### src/rtl/ccd_line_timer_pkg.sv
package ccd_line_timer_pkg;

    typedef enum logic [2:0] {
        ST_IDLE,
        ST_PRE,
        ST_XFER,
        ST_POST,
        ST_SHIFT
    } seq_state_t;

    typedef enum logic [2:0] {
        RG_LEAD,
        RG_OBLK,
        RG_INV_A,
        RG_ACTIVE,
        RG_INV_B,
        RG_TRAIL
    } region_t;

    typedef struct packed {
        logic line_start;
        logic pix_valid;
        logic tg;
        logic phi1;
        logic phi2;
        logic phi2l;
        logic rgate;
        logic clamp;
    } drive_t;

    localparam drive_t DRIVE_IDLE = '{line_start: 1'b0, pix_valid: 1'b0, tg: 1'b0,
                                      phi1: 1'b1, phi2: 1'b0, phi2l: 1'b0,
                                      rgate: 1'b0, clamp: 1'b0};

endpackage

### src/rtl/ccd_seq_fsm.sv
module ccd_seq_fsm
    import ccd_line_timer_pkg::*;
#(
    parameter int unsigned PRE_CYC   = 21,
    parameter int unsigned TG_CYC    = 120,
    parameter int unsigned GUARD_CYC = 25,
    parameter int unsigned PIX_CYC   = 8,
    parameter int unsigned NPER      = 3771,
    parameter int unsigned CW        = 8,
    parameter int unsigned SW        = 4,
    parameter int unsigned PW        = 12
) (
    input  logic          clk,
    input  logic          rst,
    input  logic          run,
    input  logic          clamp_mode,
    output seq_state_t    state,
    output logic [CW-1:0] cnt,
    output logic [SW-1:0] sub,
    output logic [PW-1:0] per,
    output logic          mode_q
);

    localparam logic [CW-1:0] PRE_LAST   = CW'(PRE_CYC - 1);
    localparam logic [CW-1:0] XFER_LAST  = CW'(TG_CYC - 1);
    localparam logic [CW-1:0] POST_LAST  = CW'(GUARD_CYC - 1);
    localparam logic [SW-1:0] SUB_LAST   = SW'(PIX_CYC - 1);
    localparam logic [PW-1:0] PER_LAST   = PW'(NPER - 1);

    seq_state_t nxt;
    logic       period_end;
    logic       line_end;

    assign period_end = (sub == SUB_LAST);
    assign line_end   = period_end && (per == PER_LAST);

    // next-state decode
    always_comb begin
        nxt = state;
        unique case (state)
            ST_IDLE:  if (run)               nxt = ST_PRE;   // IDLE_TO_PRE
            ST_PRE:   if (cnt == PRE_LAST)   nxt = ST_XFER;  // PRE_TO_XFER
            ST_XFER:  if (cnt == XFER_LAST)  nxt = ST_POST;  // XFER_TO_POST
            ST_POST:  if (cnt == POST_LAST)  nxt = ST_SHIFT; // POST_TO_SHIFT
            ST_SHIFT: if (line_end)          nxt = run ? ST_PRE : ST_IDLE; // SHIFT_TO_PRE / SHIFT_TO_IDLE
            default:                         nxt = ST_IDLE;
        endcase
    end

    // state register and phase counters
    always_ff @(posedge clk) begin
        if (rst) begin
            state  <= ST_IDLE;
            cnt    <= '0;
            sub    <= '0;
            per    <= '0;
            mode_q <= 1'b0;
        end else begin
            state <= nxt;
            if (nxt != state) begin
                cnt <= '0;
            end else if (state == ST_PRE || state == ST_XFER || state == ST_POST) begin
                cnt <= cnt + 1'b1;
            end
            if (nxt == ST_SHIFT && state != ST_SHIFT) begin
                sub <= '0;
                per <= '0;
            end else if (state == ST_SHIFT) begin
                sub <= period_end ? '0 : sub + 1'b1;
                if (period_end) per <= per + 1'b1;
            end
            if (nxt == ST_PRE && state != ST_PRE) begin
                mode_q <= clamp_mode;
            end
        end
    end

endmodule

### src/rtl/ccd_region_map.sv
module ccd_region_map
    import ccd_line_timer_pkg::*;
#(
    parameter int unsigned LEAD_N  = 28,
    parameter int unsigned OBLK_N  = 96,
    parameter int unsigned INV_N   = 6,
    parameter int unsigned VALID_N = 7400,
    parameter int unsigned PW      = 12
) (
    input  logic [PW-1:0] per,
    output region_t       region
);

    // region boundaries in pixel periods (two elements per period)
    localparam int unsigned NB = 5;
    localparam int unsigned B_LEAD  = LEAD_N / 2;
    localparam int unsigned B_OBLK  = B_LEAD + OBLK_N / 2;
    localparam int unsigned B_INVA  = B_OBLK + INV_N / 2;
    localparam int unsigned B_ACT   = B_INVA + VALID_N / 2;
    localparam int unsigned B_INVB  = B_ACT + INV_N / 2;

    logic [NB-1:0] below;

    for (genvar i = 0; i < NB; i++) begin : g_bound
        localparam int unsigned LIM = (i == 0) ? B_LEAD :
                                      (i == 1) ? B_OBLK :
                                      (i == 2) ? B_INVA :
                                      (i == 3) ? B_ACT  : B_INVB;
        assign below[i] = (per < PW'(LIM));
    end

    always_comb begin
        if      (below[0]) region = RG_LEAD;
        else if (below[1]) region = RG_OBLK;
        else if (below[2]) region = RG_INV_A;
        else if (below[3]) region = RG_ACTIVE;
        else if (below[4]) region = RG_INV_B;
        else               region = RG_TRAIL;
    end

endmodule

### src/rtl/ccd_drive_dec.sv
module ccd_drive_dec
    import ccd_line_timer_pkg::*;
#(
    parameter int unsigned PIX_CYC    = 8,
    parameter int unsigned RG_CYC     = 2,
    parameter int unsigned CP_GAP_CYC = 1,
    parameter int unsigned CP_CYC     = 2,
    parameter int unsigned CW         = 8,
    parameter int unsigned SW         = 4
) (
    input  logic          clk,
    input  logic          rst,
    input  seq_state_t    state,
    input  logic [CW-1:0] cnt,
    input  logic [SW-1:0] sub,
    input  region_t       region,
    input  logic          mode_q,
    output drive_t        drv
);

    localparam logic [SW-1:0] HALF   = SW'(PIX_CYC / 2);
    localparam logic [SW-1:0] RG_END = SW'(RG_CYC);
    localparam logic [SW-1:0] CP_ON  = SW'(RG_CYC + CP_GAP_CYC);
    localparam logic [SW-1:0] CP_OFF = SW'(RG_CYC + CP_GAP_CYC + CP_CYC);

    drive_t nxt;

    // output decode
    always_comb begin
        nxt = DRIVE_IDLE;
        unique case (state)
            ST_IDLE:  ;
            ST_PRE:   nxt.line_start = (cnt == '0);
            ST_XFER:  nxt.tg = 1'b1;
            ST_POST:  ;
            ST_SHIFT: begin
                nxt.phi1      = (sub >= HALF);
                nxt.rgate     = (sub < RG_END);
                nxt.clamp     = mode_q ? (region == RG_OBLK)
                                       : (sub >= CP_ON && sub < CP_OFF);
                nxt.pix_valid = (region == RG_ACTIVE) && (sub == '0);
            end
            default:  ;
        endcase
        nxt.phi2  = !nxt.phi1;
        nxt.phi2l = !nxt.phi1;
    end

    always_ff @(posedge clk) begin
        if (rst) drv <= DRIVE_IDLE;
        else     drv <= nxt;
    end

endmodule

### src/rtl/ccd_line_timer.sv
module ccd_line_timer
    import ccd_line_timer_pkg::*;
#(
    parameter int unsigned CLK_NS     = 10,
    parameter int unsigned PIX_CYC    = 8,
    parameter int unsigned TG_CYC     = 120,
    parameter int unsigned GUARD_CYC  = 25,
    parameter int unsigned RG_CYC     = 2,
    parameter int unsigned CP_GAP_CYC = 1,
    parameter int unsigned CP_CYC     = 2,
    parameter int unsigned LEAD_N     = 28,
    parameter int unsigned OBLK_N     = 96,
    parameter int unsigned INV_N      = 6,
    parameter int unsigned VALID_N    = 7400,
    parameter int unsigned TRAIL_N    = 6
) (
    input  logic clk,
    input  logic rst,
    input  logic run,
    input  logic clamp_mode,
    output logic tg,
    output logic phi1,
    output logic phi2,
    output logic phi2l,
    output logic rgate,
    output logic clamp,
    output logic line_start,
    output logic pix_valid
);

    localparam int unsigned ELEM_N  = LEAD_N + OBLK_N + 2 * INV_N + VALID_N + TRAIL_N;
    localparam int unsigned NPER    = ELEM_N / 2;
    localparam int unsigned HALF    = PIX_CYC / 2;
    localparam int unsigned PRE_CYC = GUARD_CYC - HALF;
    localparam int unsigned CW      = $clog2(TG_CYC + GUARD_CYC + 1);
    localparam int unsigned SW      = $clog2(PIX_CYC + 1);
    localparam int unsigned PW      = $clog2(NPER + 1);

    // elaboration-time timing window checks
    if (TG_CYC * CLK_NS < 1000 || TG_CYC * CLK_NS > 1500) begin : g_bad_tg
        $error("transfer gate width outside 1000..1500 ns");
    end
    if (GUARD_CYC * CLK_NS < 200 || GUARD_CYC * CLK_NS > 300) begin : g_bad_guard
        $error("transfer gate guard outside 200..300 ns");
    end
    if (RG_CYC * CLK_NS < 10 || RG_CYC * CLK_NS > 125) begin : g_bad_rg
        $error("reset gate width outside 10..125 ns");
    end
    if (CP_GAP_CYC * CLK_NS > 125) begin : g_bad_gap
        $error("reset-to-clamp gap above 125 ns");
    end
    if (CP_CYC * CLK_NS < 5 || CP_CYC * CLK_NS > 125) begin : g_bad_cp
        $error("clamp width outside 5..125 ns");
    end
    if (PIX_CYC * CLK_NS * 22 < 1000) begin : g_bad_rate
        $error("pixel rate per output above 22 MHz");
    end
    if (PIX_CYC % 2 != 0 || RG_CYC + CP_GAP_CYC + CP_CYC > PIX_CYC) begin : g_bad_pix
        $error("pixel period must be even and hold reset and clamp");
    end
    if (GUARD_CYC <= HALF) begin : g_bad_pre
        $error("guard must exceed half a pixel period");
    end
    if (LEAD_N % 2 != 0 || OBLK_N % 2 != 0 || INV_N % 2 != 0 ||
        VALID_N % 2 != 0 || TRAIL_N % 2 != 0) begin : g_bad_elem
        $error("element region counts must be even");
    end

    seq_state_t    state;
    logic [CW-1:0] cnt;
    logic [SW-1:0] sub;
    logic [PW-1:0] per;
    logic          mode_q;
    region_t       region;
    drive_t        drv;

    ccd_seq_fsm #(
        .PRE_CYC  (PRE_CYC),
        .TG_CYC   (TG_CYC),
        .GUARD_CYC(GUARD_CYC),
        .PIX_CYC  (PIX_CYC),
        .NPER     (NPER),
        .CW       (CW),
        .SW       (SW),
        .PW       (PW)
    ) u_fsm (
        .clk       (clk),
        .rst       (rst),
        .run       (run),
        .clamp_mode(clamp_mode),
        .state     (state),
        .cnt       (cnt),
        .sub       (sub),
        .per       (per),
        .mode_q    (mode_q)
    );

    ccd_region_map #(
        .LEAD_N (LEAD_N),
        .OBLK_N (OBLK_N),
        .INV_N  (INV_N),
        .VALID_N(VALID_N),
        .PW     (PW)
    ) u_region (
        .per   (per),
        .region(region)
    );

    ccd_drive_dec #(
        .PIX_CYC   (PIX_CYC),
        .RG_CYC    (RG_CYC),
        .CP_GAP_CYC(CP_GAP_CYC),
        .CP_CYC    (CP_CYC),
        .CW        (CW),
        .SW        (SW)
    ) u_dec (
        .clk   (clk),
        .rst   (rst),
        .state (state),
        .cnt   (cnt),
        .sub   (sub),
        .region(region),
        .mode_q(mode_q),
        .drv   (drv)
    );

    assign tg         = drv.tg;
    assign phi1       = drv.phi1;
    assign phi2       = drv.phi2;
    assign phi2l      = drv.phi2l;
    assign rgate      = drv.rgate;
    assign clamp      = drv.clamp;
    assign line_start = drv.line_start;
    assign pix_valid  = drv.pix_valid;

endmodule

### config.mk
export PLATFORM = sky130hd
export DESIGN_NAME = ccd_line_timer
export DESIGN_NICKNAME = d
export VERILOG_FILES = /design/src/rtl/ccd_line_timer_pkg.sv /design/src/rtl/ccd_seq_fsm.sv /design/src/rtl/ccd_region_map.sv /design/src/rtl/ccd_drive_dec.sv /design/src/rtl/ccd_line_timer.sv
export SDC_FILE = /design/constraint.sdc
export NUM_CORES = 1
export LEC_CHECK = 0
export ABC_AREA = 0
export BUFFER_PORTS_ARGS = -buffer_cell sky130_fd_sc_hd__buf_2
export CORE_ASPECT_RATIO = 1.2
export CORE_MARGIN = 5
export CORE_UTILIZATION = 50
export DETAILED_ROUTE_END_ITERATION = 8
export HOLD_SLACK_MARGIN = 0.03
export PLACE_DENSITY = 0.7
export SLEW_MARGIN = 20
export SYNTH_ARGS = -nofsm -noshare
export SYNTH_HDL_FRONTEND = slang
export SYNTH_SLANG_ARGS = --single-unit
### constraint.sdc
create_clock -name clk -period 2.25 [get_ports clk]
set_clock_uncertainty 0.15 [all_clocks]
set_input_delay 0.1125 -clock clk [delete_from_list [all_inputs] [get_ports clk]]
set_output_delay 0.1125 -clock clk [all_outputs]
set_load 0.02 [all_outputs]
==> flow_summary.toml <==
[grt]
grt_usage = 0.169
grt_pass1_vias = 1530
grt_start_max_net_pins = 17
overflow = 0
antenna_found_initial = 0
grt_pass1_wl_mm = 6.64

[floorplanning]
coreArea_um2 = 3600
ios = 12
fp-row-count = 24
die_w_um = 65.4
start_util = 0.512
dieHeight_um = 76.5
die-area_um2 = 5010

[critical_path]
slowest_stage = "dfxtp_1"
crit_chain = "inv_1, ha_1, nor4b_1, and3_1, a221oi_1, o21ai_2, a2111oi_2"
path_class = "flip-flop to flip-flop"
cp.arrival_ps = 2150
reg2reg_setup_slack_ps = 140
worstReg2RegStart = "u_fsm.cnt[0]"
critPathCaptureType = "flip-flop"
crit_path_max_incr_delay_ps = 350
worstReg2RegEnd = "u_fsm.cnt[1]"
cp-startpoint = "u_fsm.cnt[0]"
cp_max_fo = 8
rr_worst_depth = 7
required_ps = 2290
critPathLaunchType = "flip-flop"

[timing]
layout_setup_ws_ps = 141
max_clock_freq_mhz = 474
rsz0062_at_grt = "no"
min_period_ps = 2110
finalHoldViolCount = 0
period_share = 0.937
slew_headroom = 0.615
finalSetupViolCount = 0
setup_tns_ps = 0
tightest_slew_ps = 576
finalMaxSlewViolations = 0

[hold_path]
min-delay-start = "run"
hold_end = "u_fsm.mode_q"
holdCritPathClass = "input pin to flip-flop"
min_path_cells = 4

[clock_tree]
cts_tree = "yes"
h-tree-depth = 2
cts-buffers-inserted = 5
clk_path_buf_depth = 2
cts_root_buffer = "clkbuf_8"
path_clk_slew_ps = 70
cts.sinks = 35
worstSkewPairLatency_ps = 290

[route]
routed_wl_mm = 3.63
viasPerCell = 5.58
drt_iter0_drc = 100
ant_nets = 0
first_pass_iters = 4
num_vias = 1491
routedWlPerCell_um = 13.6
drc = 0

[synth]
syn_avg_cell_area_um2 = 8.62
yosysSeqAreaShare = 0.380
yosys_warnings = 0
synth-edff-count = 0
syn_inst = 214
async_flop_share = 0
ys_types = 46
syn_area_um2 = 1840
ys.flop_type = "dfxtp_1"
synth_seq_cells = 35
synth_nets = 225

[placement]
port_buffers = 11
dp_cells = 258
dp_hpwl_mm = 2.61
place_congestion = 0.861
postPlaceCellArea_um2 = 1930
dpl_worst_slack_ps = 115

[finish]
synthToLayoutAreaGrowth_pct = 10.9
diodes = 0
layout-drive-gt1-share = 0.162
fin_cells = 267
nNetsFinal = 239
final_area_um2 = 2050

[power_and_ir_drop]
leakagePower_uw = 0.000782
p_per_area_nw_per_um2 = 563
vdd_drop_max_mv = 0.354

[job]
max-cap-violations = 0

[status]
status = "finished clean"
flip-flops by register name, summed over array words and instances (netlist names):
signal and flops:
u_fsm.per 12, u_fsm.cnt 8, u_dec.drv 7, u_fsm.sub 4, u_fsm.state 3, u_fsm.mode_q 1
critical path, delay by kind of cell, from the launching register on:
family | cells | cell delay (ps)
AO/OA/AOI/OAI | 3 | 860
AND/OR/NAND/NOR | 2 | 380
flip-flops | 1 | 350
adder cells (fa/ha/maj) | 1 | 200
buffers and inverters | 1 | 70
power by group:
part	switching, uW	internal (uW)	total, uW
combinational	38.5	26.7	65.2
sequential	4.43	626	630
clock	216	240	455
total	259	892	1150
logic make-up (layout without fill, tap and decap cells):
kind of cell	after synthesis	after routing	synth area share
AOI/OAI and AO/OA	24	24	0.0950
muxes	2	2	0.0109
xor gates and xnor gates	21	21	0.0997
DFF	35	35	0.380
buffers and inverters	25	39	0.0638
adders and majority gates	7	7	0.0475
and+or+nand+nor	100	100	0.303
what timing repair did:
action	4_1_cts	5_1_grt
hold buffers	2	0
resized for setup	0	2
endpoints found under the hold margin	5	0
buffers inserted	0	0
endpoints found under the setup margin	0	9
area by class of cell:
| cell class | count | area [um2] |
|---|---|---|
| repair buffers | 20 | 128 |
| clock inverters | 1 | 5.00 |
| inverters | 12 | 45.0 |
| well taps | 39 | 48.8 |
| multi-input cells | 154 | 1040 |
| fillers | 340 | 1560 |
| clock buffers | 6 | 82.6 |
| flip-flops and latches | 35 | 701 |
cell usage after synthesis (5+ instances only):
cell	count	area, um2
nor3_1	16	80.1
nand2_1	12	45.0
nand2b_1	5	31.3
a21oi_1	7	35.0
clkbuf_1	6	22.5
nand4_1	8	50.1
and3_1	5	31.3
dfxtp_1	35	701
xor2_1	13	114
xnor2_1	8	70.1
inv_1	12	45.0
ha_1	7	87.6
nor2_1	24	90.1
nand3_1	11	55.1
placed cells by master, fill, tap and decap left out, types with 2 or more instances in the layout:
cell,n
dfxtp_1,35
nor2_1,24
nor3_1,16
xor2_1,13
inv_1,12
nand2_1,12
nand3_1,11
buf_2,11
nand4_1,8
xnor2_1,8
a21oi_1,7
ha_1,7
buf_4,7
clkbuf_8,6
nand2b_1,5
and3_1,5
o21ai_0,4
nor4_1,3
nand3b_1,2
and4_1,2
a2111oi_2,2
mux2i_1,2
dlygate4sd3_1,2
through the flow:
step | power (uW) | utilization | hold slack [ps]
after global routing | 1210 | 0.568 | 62.3
final | 1150 | 0.568 | 55.7
after detailed placement | 706 | 0.535 | 236
after floorplan | 693 | - | 118
after global placement | 707 | 0.535 | 234
after CTS | 1170 | 0.565 | 40.1
metal layers:
metal  vias up  routed length (um)  track usage
met5         -                   0            0
met4         0                  76       0.0892
met3         8                 120       0.0531
met2        21                1890        0.286
met1       694                1540        0.183
li1        768                   -            -
worst max path at each step:
stage	endpoint	slack [ps]	depth (start not counted)
after detailed placement	u_fsm.cnt[1]	110	7
after floorplan	u_fsm.cnt[1]	280	7
after CTS	u_fsm.cnt[1]	100	7
final	u_fsm.cnt[1]	140	7
after global placement	u_fsm.cnt[1]	140	7
after global routing	u_fsm.cnt[1]	3	7
No activity file was read; power rests on OpenSTA's default activity.
